[src/rtl/pbs_pkg.sv]
package pbs_pkg;
  localparam int XLEN  = 32;
  localparam int RAW   = 5;
  localparam int AOPW  = 4;
  localparam int PCSTP = 4;

  typedef struct packed {
    logic [XLEN-1:0] pc;
    logic [XLEN-1:0] rs1;
    logic [XLEN-1:0] rs2;
    logic [XLEN-1:0] imm;
    logic [AOPW-1:0] aluop;
    logic            asel;
    logic            bsel;
    logic            mrd;
    logic            mwr;
    logic [RAW-1:0]  rd;
    logic            we;
  } dx_lane_t;

  typedef struct packed {
    logic [XLEN-1:0] alu;
    logic [XLEN-1:0] sdata;
    logic            mrd;
    logic            mwr;
    logic [RAW-1:0]  rd;
    logic            we;
  } xm_lane_t;

  typedef struct packed {
    logic [XLEN-1:0] alu;
    logic            isld;
    logic [RAW-1:0]  rd;
    logic            we;
  } mw_lane_t;
endpackage

[src/rtl/pbs_lane.sv]
module pbs_lane #(
  parameter int W = 32
) (
  input  logic         clk,
  input  logic         rst,
  input  logic [W-1:0] d,
  output logic [W-1:0] q
);
  logic [W-1:0] r;
  always_ff @(posedge clk) begin
    if (rst) r <= '0;
    else     r <= d;
  end
  assign q = r;
endmodule

[src/rtl/pbs_fetch_dec.sv]
module pbs_fetch_dec
  import pbs_pkg::*;
#(
  parameter int W    = XLEN,
  parameter int STEP = PCSTP
) (
  input  logic         clk,
  input  logic         rst,
  input  logic [W-1:0] insn_i,
  output logic [W-1:0] pc_o,
  output logic [W-1:0] dpc_o,
  output logic [W-1:0] dinsn_o
);
  logic [W-1:0] pc_q;

  always_ff @(posedge clk) begin
    if (rst) pc_q <= '0;
    else     pc_q <= pc_q + W'(STEP);
  end
  assign pc_o = pc_q;

  pbs_lane #(.W(W)) u_pc_lane (.clk(clk), .rst(rst), .d(pc_q), .q(dpc_o));

  // Instruction memory already spends a cycle; no register here.
  assign dinsn_o = insn_i;

  logic chk_live_q;
  always_ff @(posedge clk) begin
    if (rst) chk_live_q <= 1'b1;
  end

  a_r1_pc_step: assert property (@(posedge clk) disable iff (rst)
    (chk_live_q === 1'b1 && !$past(rst)) |-> pc_q == $past(pc_q) + W'(STEP));
  a_r2_pc_lag: assert property (@(posedge clk) disable iff (rst)
    (chk_live_q === 1'b1 && !$past(rst)) |-> dpc_o == $past(pc_o));
  a_r8_pc_clear: assert property (@(posedge clk) disable iff (rst)
    (chk_live_q === 1'b1 && $past(rst)) |-> (pc_q == '0 && dpc_o == '0));
endmodule

[src/rtl/pbs_dec_ex.sv]
module pbs_dec_ex
  import pbs_pkg::*;
(
  input  logic     clk,
  input  logic     rst,
  input  dx_lane_t d_i,
  output dx_lane_t q_o
);
  localparam int LW = $bits(dx_lane_t);
  logic [LW-1:0] q_raw;

  pbs_lane #(.W(LW)) u_dx (.clk(clk), .rst(rst), .d(d_i), .q(q_raw));
  assign q_o = dx_lane_t'(q_raw);

  logic chk_live_q;
  always_ff @(posedge clk) begin
    if (rst) chk_live_q <= 1'b1;
  end

  a_r4_dx_delay: assert property (@(posedge clk) disable iff (rst)
    (chk_live_q === 1'b1 && !$past(rst)) |-> (q_o.rd == $past(d_i.rd) && q_o.we == $past(d_i.we)));
  a_r8_dx_clear: assert property (@(posedge clk) disable iff (rst)
    (chk_live_q === 1'b1 && $past(rst)) |-> (!q_o.we && !q_o.mwr && !q_o.mrd));
endmodule

[src/rtl/pbs_ex_mem.sv]
module pbs_ex_mem
  import pbs_pkg::*;
(
  input  logic     clk,
  input  logic     rst,
  input  xm_lane_t d_i,
  output xm_lane_t q_o
);
  localparam int LW = $bits(xm_lane_t);
  logic [LW-1:0] q_raw;

  pbs_lane #(.W(LW)) u_xm (.clk(clk), .rst(rst), .d(d_i), .q(q_raw));
  assign q_o = xm_lane_t'(q_raw);

  logic chk_live_q;
  always_ff @(posedge clk) begin
    if (rst) chk_live_q <= 1'b1;
  end

  a_r5_xm_delay: assert property (@(posedge clk) disable iff (rst)
    (chk_live_q === 1'b1 && !$past(rst)) |-> (q_o.alu == $past(d_i.alu) && q_o.mwr == $past(d_i.mwr)));
  a_r8_xm_clear: assert property (@(posedge clk) disable iff (rst)
    (chk_live_q === 1'b1 && $past(rst)) |-> (!q_o.we && !q_o.mwr && !q_o.mrd));
endmodule

[src/rtl/pbs_mem_wb.sv]
module pbs_mem_wb
  import pbs_pkg::*;
(
  input  logic            clk,
  input  logic            rst,
  input  mw_lane_t        d_i,
  input  logic [XLEN-1:0] load_i,
  output mw_lane_t        q_o,
  output logic [XLEN-1:0] load_o,
  output logic [XLEN-1:0] data_o
);
  localparam int LW = $bits(mw_lane_t);
  mw_lane_t      d_gated;
  logic [LW-1:0] q_raw;

  // A write aimed at register 0 is dropped before it is stored.
  always_comb begin
    d_gated    = d_i;
    d_gated.we = d_i.we && (d_i.rd != '0);
  end

  pbs_lane #(.W(LW)) u_mw (.clk(clk), .rst(rst), .d(d_gated), .q(q_raw));
  assign q_o = mw_lane_t'(q_raw);

  // Data memory read is already one cycle late; pass it straight on.
  assign load_o = load_i;
  assign data_o = q_o.isld ? load_i : q_o.alu;

  logic chk_live_q;
  always_ff @(posedge clk) begin
    if (rst) chk_live_q <= 1'b1;
  end

  a_r9_no_x0_write: assert property (@(posedge clk) disable iff (rst)
    q_o.we |-> q_o.rd != '0);
  a_r6_mw_delay: assert property (@(posedge clk) disable iff (rst)
    (chk_live_q === 1'b1 && !$past(rst)) |-> (q_o.alu == $past(d_i.alu) && q_o.rd == $past(d_i.rd)));
  a_r8_mw_clear: assert property (@(posedge clk) disable iff (rst)
    (chk_live_q === 1'b1 && $past(rst)) |-> (!q_o.we && q_o.alu == '0));
endmodule

[src/rtl/pipe_barrier_set.sv]
module pipe_barrier_set
  import pbs_pkg::*;
(
  input  logic            clk,
  input  logic            rst,
  output logic [XLEN-1:0] fetch_pc_o,
  input  logic [XLEN-1:0] fet_insn_i,
  output logic [XLEN-1:0] dec_pc_o,
  output logic [XLEN-1:0] dec_insn_o,
  input  logic [XLEN-1:0] dx_pc_i,
  input  logic [XLEN-1:0] dx_rs1_i,
  input  logic [XLEN-1:0] dx_rs2_i,
  input  logic [XLEN-1:0] dx_imm_i,
  input  logic [AOPW-1:0] dx_aluop_i,
  input  logic            dx_asel_i,
  input  logic            dx_bsel_i,
  input  logic            dx_mrd_i,
  input  logic            dx_mwr_i,
  input  logic [RAW-1:0]  dx_rd_i,
  input  logic            dx_we_i,
  output logic [XLEN-1:0] ex_pc_o,
  output logic [XLEN-1:0] ex_rs1_o,
  output logic [XLEN-1:0] ex_rs2_o,
  output logic [XLEN-1:0] ex_imm_o,
  output logic [AOPW-1:0] ex_aluop_o,
  output logic            ex_asel_o,
  output logic            ex_bsel_o,
  output logic            ex_mrd_o,
  output logic            ex_mwr_o,
  output logic [RAW-1:0]  ex_rd_o,
  output logic            ex_we_o,
  input  logic [XLEN-1:0] xm_alu_i,
  input  logic [XLEN-1:0] xm_sdata_i,
  input  logic            xm_mrd_i,
  input  logic            xm_mwr_i,
  input  logic [RAW-1:0]  xm_rd_i,
  input  logic            xm_we_i,
  output logic [XLEN-1:0] mem_alu_o,
  output logic [XLEN-1:0] mem_sdata_o,
  output logic            mem_mrd_o,
  output logic            mem_mwr_o,
  output logic [RAW-1:0]  mem_rd_o,
  output logic            mem_we_o,
  input  logic [XLEN-1:0] mw_alu_i,
  input  logic [XLEN-1:0] mw_load_i,
  input  logic            mw_isld_i,
  input  logic [RAW-1:0]  mw_rd_i,
  input  logic            mw_we_i,
  output logic [XLEN-1:0] wb_alu_o,
  output logic [XLEN-1:0] wb_load_o,
  output logic            wb_is_load_o,
  output logic [RAW-1:0]  wb_rd_o,
  output logic            wb_we_o,
  output logic [XLEN-1:0] wb_data_o
);
  dx_lane_t dx_d, dx_q;
  xm_lane_t xm_d, xm_q;
  mw_lane_t mw_d, mw_q;

  pbs_fetch_dec u_fd (
    .clk(clk), .rst(rst), .insn_i(fet_insn_i),
    .pc_o(fetch_pc_o), .dpc_o(dec_pc_o), .dinsn_o(dec_insn_o)
  );

  always_comb begin
    dx_d.pc    = dx_pc_i;
    dx_d.rs1   = dx_rs1_i;
    dx_d.rs2   = dx_rs2_i;
    dx_d.imm   = dx_imm_i;
    dx_d.aluop = dx_aluop_i;
    dx_d.asel  = dx_asel_i;
    dx_d.bsel  = dx_bsel_i;
    dx_d.mrd   = dx_mrd_i;
    dx_d.mwr   = dx_mwr_i;
    dx_d.rd    = dx_rd_i;
    dx_d.we    = dx_we_i;
  end

  pbs_dec_ex u_dx (.clk(clk), .rst(rst), .d_i(dx_d), .q_o(dx_q));

  assign ex_pc_o    = dx_q.pc;
  assign ex_rs1_o   = dx_q.rs1;
  assign ex_rs2_o   = dx_q.rs2;
  assign ex_imm_o   = dx_q.imm;
  assign ex_aluop_o = dx_q.aluop;
  assign ex_asel_o  = dx_q.asel;
  assign ex_bsel_o  = dx_q.bsel;
  assign ex_mrd_o   = dx_q.mrd;
  assign ex_mwr_o   = dx_q.mwr;
  assign ex_rd_o    = dx_q.rd;
  assign ex_we_o    = dx_q.we;

  always_comb begin
    xm_d.alu   = xm_alu_i;
    xm_d.sdata = xm_sdata_i;
    xm_d.mrd   = xm_mrd_i;
    xm_d.mwr   = xm_mwr_i;
    xm_d.rd    = xm_rd_i;
    xm_d.we    = xm_we_i;
  end

  pbs_ex_mem u_xm (.clk(clk), .rst(rst), .d_i(xm_d), .q_o(xm_q));

  assign mem_alu_o   = xm_q.alu;
  assign mem_sdata_o = xm_q.sdata;
  assign mem_mrd_o   = xm_q.mrd;
  assign mem_mwr_o   = xm_q.mwr;
  assign mem_rd_o    = xm_q.rd;
  assign mem_we_o    = xm_q.we;

  always_comb begin
    mw_d.alu  = mw_alu_i;
    mw_d.isld = mw_isld_i;
    mw_d.rd   = mw_rd_i;
    mw_d.we   = mw_we_i;
  end

  pbs_mem_wb u_mw (
    .clk(clk), .rst(rst), .d_i(mw_d), .load_i(mw_load_i),
    .q_o(mw_q), .load_o(wb_load_o), .data_o(wb_data_o)
  );

  assign wb_alu_o     = mw_q.alu;
  assign wb_is_load_o = mw_q.isld;
  assign wb_rd_o      = mw_q.rd;
  assign wb_we_o      = mw_q.we;
endmodule

[config.mk]
export PLATFORM = sky130hd
export DESIGN_NAME = pipe_barrier_set
export DESIGN_NICKNAME = d
export VERILOG_FILES = /design/src/rtl/pbs_pkg.sv /design/src/rtl/pbs_lane.sv /design/src/rtl/pbs_fetch_dec.sv /design/src/rtl/pbs_dec_ex.sv /design/src/rtl/pbs_ex_mem.sv /design/src/rtl/pbs_mem_wb.sv /design/src/rtl/pipe_barrier_set.sv
export SDC_FILE = /design/constraint.sdc
export NUM_CORES = 1
export LEC_CHECK = 0
export BUFFER_PORTS_ARGS = -buffer_cell sky130_fd_sc_hd__buf_2
export CORE_AREA = 2 2 282 284
export CTS_CLUSTER_DIAMETER = 50
export DETAILED_ROUTE_END_ITERATION = 16
export DIE_AREA = 0 0 284 286
export HOLD_SLACK_MARGIN = 0.12
export SYNTH_ARGS = -nofsm -noshare
export SYNTH_HDL_FRONTEND = slang
export SYNTH_HIERARCHICAL = 1
export SYNTH_SLANG_ARGS = --single-unit
[constraint.sdc]
create_clock -name clk -period 1.95 [get_ports clk]
set_input_delay 0.2925 -clock clk [delete_from_list [all_inputs] [get_ports clk]]
set_output_delay 0.2925 -clock clk [all_outputs]
set_load 0.01 [all_outputs]
==> results of run 1 <==
[logic make-up after synthesis]
logic type	after synthesis
AND/OR/NAND/NOR	366
flip-flops	315
buffers and inverters	112
multiplexers	33
AO/OA/AOI/OAI	31
XOR/XNOR	12
adder cells (fa/ha/maj)	1
other	1
[sequential cells by signal, summed over array words and instances (netlist names)]
register,flops
u_fd/pc_o,30
u_mw/u_mw/q,39
u_fd/u_pc_lane/q,32
u_dx/u_dx/q,142
u_xm/u_xm/q,72
[placed cells by master, fill, tap and decap left out, types with 10 or more instances in the layout]
cell / netlist / layout
a21oi_1: 14 / 14
buf_2: 12 / 654
buf_4: 83 / 26
buf_6: 9 / 10
clkbuf_16: 0 / 47
dfxtp_1: 315 / 313
dlygate4sd3_1: 0 / 276
mux2_2: 30 / 12
mux2_4: 0 / 20
nand3_1: 11 / 11
nand4_1: 10 / 10
nor2_1: 14 / 14
nor2b_1: 281 / 281
[worst max-delay path, cell delays in order (launching register included)]
cell and delay, ns:
dfxtp_4 0.38, buf_12 0.19, mux2_2 0.36, buf_2 0.14
[metrics by stage]
step	cells	setup TNS (ns)	instance area, sq um
final	2873	0	18800
after detailed placement	2511	0	14200
after floorplan	874	0	10100
after global placement	2511	0	14200
after CTS	2871	-0.484	18700
after global routing	2873	-0.683	18800
[cell type report]
| type | instances | area [sq um] | area share, % |
|---|---|---|---|
| Antenna cell | 1 | 2.50 | 0.0133 |
| Inverter | 3 | 11.3 | 0.0598 |
| Clock inverter | 27 | 405 | 2.15 |
| Multi-Input combinational cell | 447 | 3040 | 16.1 |
| Sequential cell | 315 | 6310 | 33.5 |
| Timing Repair Buffer | 974 | 6510 | 34.6 |
| Tap cell | 1050 | 1310 | 6.98 |
| Clock buffer | 56 | 1240 | 6.59 |
[layer usage]
| layer | global-route usage, % | vias up | wire length (microns) |
|---|---|---|---|
| met5 | 0 | - | 54 |
| met4 | 4.93 | 8 | 1630 |
| met3 | 3.60 | 93 | 4150 |
| met2 | 16.7 | 467 | 21000 |
| met1 | 11.0 | 4441 | 16400 |
| li1 | - | 4548 | - |
[power by group]
part,switching [W],internal (W),total (W)
Combinational,0.000823,0.00108,0.00190
Clock,0.00334,0.00545,0.00879
Sequential,0.000101,0.00673,0.00683
Total,0.00426,0.0133,0.0175
[path summary, 6_finish.rpt]
check	start	to	slack, ns	cells past startpoint
max	u_mw/u_mw/q[6]	wb_data_o[10]	0.03	3
min	xm_rd_i[0]	u_xm/u_xm/q[1]	0.46	3
max reg2reg	u_fd/pc_o[12]	u_fd/pc_o[31]	0.13	4
min reg2reg	u_fd/pc_o[3]	u_fd/u_pc_lane/q[3]	0.51	1
[repair_timing]
action / 4_1_cts / 5_1_grt
endpoints found under the hold margin: 254 / 0
setup endpoints to repair: 32 / 32
setup buffers: 0 / 1
resized for setup: 10 / 25
pin swaps: 0 / 1
hold buffers: 276 / 0
gates cloned: 1 / 0
==> flow_summary.json, run 1 <==
{
  "status": "finished, final reports clean",
  "fin_ws_ns": 0.0258,
  "area_delta_synth_final_pct": 86.7,
  "synth_mux_area_share_pct": 3.69,
  "yosys-top-cells-count": "dfxtp_1 (315), nor2b_1 (281), buf_4 (83)",
  "synth_area_leaders": "dfxtp_1 (63%), nor2b_1 (17%), buf_4 (6.2%)",
  "fin_crit_ns": 1.92,
  "wl_per_cell_microns": 15.1,
  "async_reset_ff_share_pct": 0,
  "grt-ovfl-total": 0,
  "drive_gt1_share_pct": 44.8,
  "path_clk_slew_ns": 0.06,
  "hold_path_class": "in2reg",
  "fin_nets": 2107,
  "cts_max_path_buffers": 3,
  "ir_drop_mv": 0.627,
  "ys_warn_count": 6,
  "grt_use_total_pct": 9.89,
  "synth-main-ff-cell": "dfxtp_1",
  "synth-xor-area-share_pct": 1.04,
  "synth_top_cell_by_area": "dfxtp_1",
  "cp_max_fo": 17,
  "synth_top_area_share_pct": 62.5,
  "p_leak_nw": 8.81,
  "grt_pass1_vias": 9910,
  "pre_cts_ws_ns": 0.157,
  "fin_util_pct": 24.0,
  "rsz0062_at_grt": "yes",
  "hold_viol": 0,
  "syn-cell-area_sq_mm": 0.0101,
  "cts.sinks": 315,
  "holdWs_ns": 0.455,
  "vias": 9557,
  "drc_errors": 0,
  "cp-start-kind": "flip-flop",
  "synth_most_common_cell": "dfxtp_1",
  "cp_data_arrival_time_ns": 1.63,
  "die_h_microns": 286,
  "portBuffers": 665,
  "io_pins": 732,
  "synth_compound_area_share_pct": 1.76,
  "antenna_found_initial": 7,
  "synth_top_family_by_area": "simple AND/OR/NAND/NOR gates",
  "initial_core_util_pct": 12.9,
  "drt_iter0_markers": 316,
  "cts_root_buffer": "clkbuf_16",
  "cts_tree": "built",
  "grt_max_degree": 63,
  "synthCells": 871,
  "cap_violations": 0,
  "first_pass_iters": 4,
  "dieArea_sq_mm": 0.0812,
  "p_per_area_mw_per_mm2": 930,
  "totalWireLength_microns": 43300,
  "synth_edf_count": 0,
  "viasPerCell": 3.33,
  "num-fill-cells": 8319,
  "worstSetupPathType": "reg2out",
  "die_x_microns": 284,
  "crit_required_ns": 1.66,
  "power_w": 0.0175,
  "setup.worst_path.end_class": "output pin",
  "ant_nets": 0,
  "fmaxAchievable_mhz": 520,
  "synth-simple-area-share_pct": 22.6,
  "place_congestion": 0.808,
  "synth_seq_area_share_pct": 62.5,
  "dpl.hpwl_microns": 31300,
  "synth_seq_cells": 315,
  "synthAdderAreaFrac_pct": 0.124,
  "clk_latency_ns": 0.57,
  "drv_slew": 0,
  "fin_skew_ns": 0.0248,
  "cts_max_level": 2,
  "cts_made_buffers": 46,
  "core_area_sq_mm": 0.0784,
  "row_count": 103,
  "fin_crit_sh_pct": 98.7,
  "synth_cell_type_count": 36,
  "grt_pass1_wl_microns": 61100,
  "syn-mean-instance-area_sq_um": 11.6,
  "setup-violations-final": 0
}
Note: power is estimated with default switching activity, not from simulation.
==> run 2: changes to the inputs <==
Settings changed: CELL_PAD_IN_SITES_DETAIL_PLACEMENT set to 0, CELL_PAD_IN_SITES_GLOBAL_PLACEMENT set to 2, CORE_AREA 2 2 282 284 to 2 2 283 285, DIE_AREA 0 0 284 286 to 0 0 285 287, PLACE_DENSITY_LB_ADDON set to 0.1.
==> run 2 against run 1 <==
  * The flow now finishes with violations (negative setup slack)
  * Register-to-register slack gained 0.03 ns
  * Flip-flop and latch count unchanged
  * Clock skew down 0.0054 ns
  * Core utilization up 0.66 points
==> flow_summary.json, run 2 (synthesized netlist as in run 1, its figures left out) <==
{
  "wl_per_cell_microns": 17.5,
  "die_h_microns": 287,
  "cp-start-kind": "flip-flop",
  "cp_max_fo": 8,
  "ir_drop_mv": 0.623,
  "grt-ovfl-total": 0,
  "largest_register_ffs": 142,
  "grt_pass1_vias": 9746,
  "io_pins": 732,
  "core_area_sq_mm": 0.0786,
  "viasPerCell": 3.23,
  "hold_path_class": "in2reg",
  "path_clk_slew_ns": 0.05,
  "p_leak_nw": 9.08,
  "grt_pass1_wl_microns": 70000,
  "reg2reg_from": "u_fd/pc_o[2]",
  "portBuffers": 665,
  "row_count": 103,
  "crit_required_ns": 1.66,
  "hold_viol": 0,
  "first_pass_iters": 4,
  "setup-violations-final": 16,
  "cp_data_arrival_time_ns": 1.68,
  "place_congestion": 0.787,
  "clk_latency_ns": 0.61,
  "cts_made_buffers": 59,
  "fin_crit_ns": 1.97,
  "power_w": 0.0193,
  "area_delta_synth_final_pct": 92.5,
  "r2r_slack_ns": 0.16,
  "cts_root_buffer": "clkbuf_16",
  "antenna_found_initial": 2,
  "cts_tree": "built",
  "cts_max_path_buffers": 3,
  "final_cells": 2900,
  "worstPathCellList": "buf_12 > buf_16 > mux2_4 > buf_6",
  "drc_errors": 0,
  "cts.sinks": 315,
  "rsz0062_at_grt": "yes",
  "hold_start": "rst",
  "drt_iter0_markers": 213,
  "fin_ws_ns": -0.0234,
  "fin_skew_ns": 0.0194,
  "setup.worst_path.end_class": "output pin",
  "drv_slew": 0,
  "crit_start": "u_mw/u_mw/q[6]",
  "totalWireLength_microns": 50700,
  "status": "finished, violations left",
  "p_per_area_mw_per_mm2": 995,
  "initial_core_util_pct": 12.8,
  "violations": "negative setup slack",
  "drive_gt1_share_pct": 45.9,
  "ant_nets": 0,
  "cts_max_level": 2,
  "slowest_stage": "dfxtp_4",
  "cap_violations": 0,
  "fin_crit_sh_pct": 101,
  "final_common_cell": "buf_2",
  "worstSetupPathType": "reg2out",
  "fin_nets": 2122,
  "crit_path_max_incr_delay_ns": 0.39,
  "dpl.hpwl_microns": 39300,
  "vias": 9370,
  "final_cell_mix": "buf_2 (635), dfxtp_1 (314), nor2b_1 (281)",
  "fmaxAchievable_mhz": 507,
  "die_x_microns": 285,
  "dpl.cell_count": 2516,
  "grt_max_degree": 72,
  "dieArea_sq_mm": 0.0818,
  "grt_use_total_pct": 11.7
}
-- run 2: critical path, delay by kind of cell, from the launching register on --
kind / cells / cell delay (ns)
buffers and inverters: 3 / 0.40
DFF: 1 / 0.39
muxes: 1 / 0.31
-- run 2: timing repair --
item	CTS	global route
pin swaps	0	1
hold buffers	270	0
gates cloned	3	0
buffers inserted	3	1
setup endpoints to repair	32	34
gates resized for setup	66	0
endpoints found under the hold margin	253	0
-- run 2: power by group --
group / internal, W / switching (W) / total [W]
Clock: 0.00680 / 0.00370 / 0.0105
Combinational: 0.00112 / 0.000859 / 0.00198
Sequential: 0.00674 / 0.0000844 / 0.00682
-- run 2: final timing paths --
path	endpoint	cells past startpoint
max	wb_data_o[4]	4
min	u_mw/u_mw/q[23]	3
max reg2reg	u_fd/pc_o[31]	4
min reg2reg	u_fd/pc_o[20]	2
-- run 2: per-stage QoR --
| stage | hold slack, ns | instance area, sq um | worst slack (ns) | util, % | TNS [ns] |
|---|---|---|---|---|---|
| floorplan | 0.364 | 10100 | 0.237 | - | 0 |
| global placement | 0.501 | 14300 | 0.119 | 18.2 | 0 |
| detailed placement | 0.505 | 14300 | 0.0970 | 18.2 | 0 |
| CTS | 0.143 | 19400 | -0.100 | 24.7 | -2.34 |
| global route | 0.155 | 19400 | -0.0965 | 24.7 | -1.95 |
| finish | 0.182 | 19400 | -0.0234 | 24.7 | -0.221 |
-- run 2: layout make-up --
type | count | area [sq um]
well taps | 1050 | 1310
clock buffers | 72 | 1620
inverters | 3 | 11.3
fillers | 8643 | 59200
flip-flops and latches | 315 | 6310
clock inverters | 36 | 425
multi-input cells | 447 | 3070
repair buffers | 976 | 6660
diodes | 1 | 2.50
-- run 2: metal layers --
layer	track usage (%)	part of all wire [%]	vias to the layer above	wire, microns
li1	-	-	4592	-
met5	0	0.026	-	13
met3	4.44	8.6	88	4370
met2	21.8	53	360	26800
met1	12.0	36	4328	18100
met4	3.89	2.7	2	1360
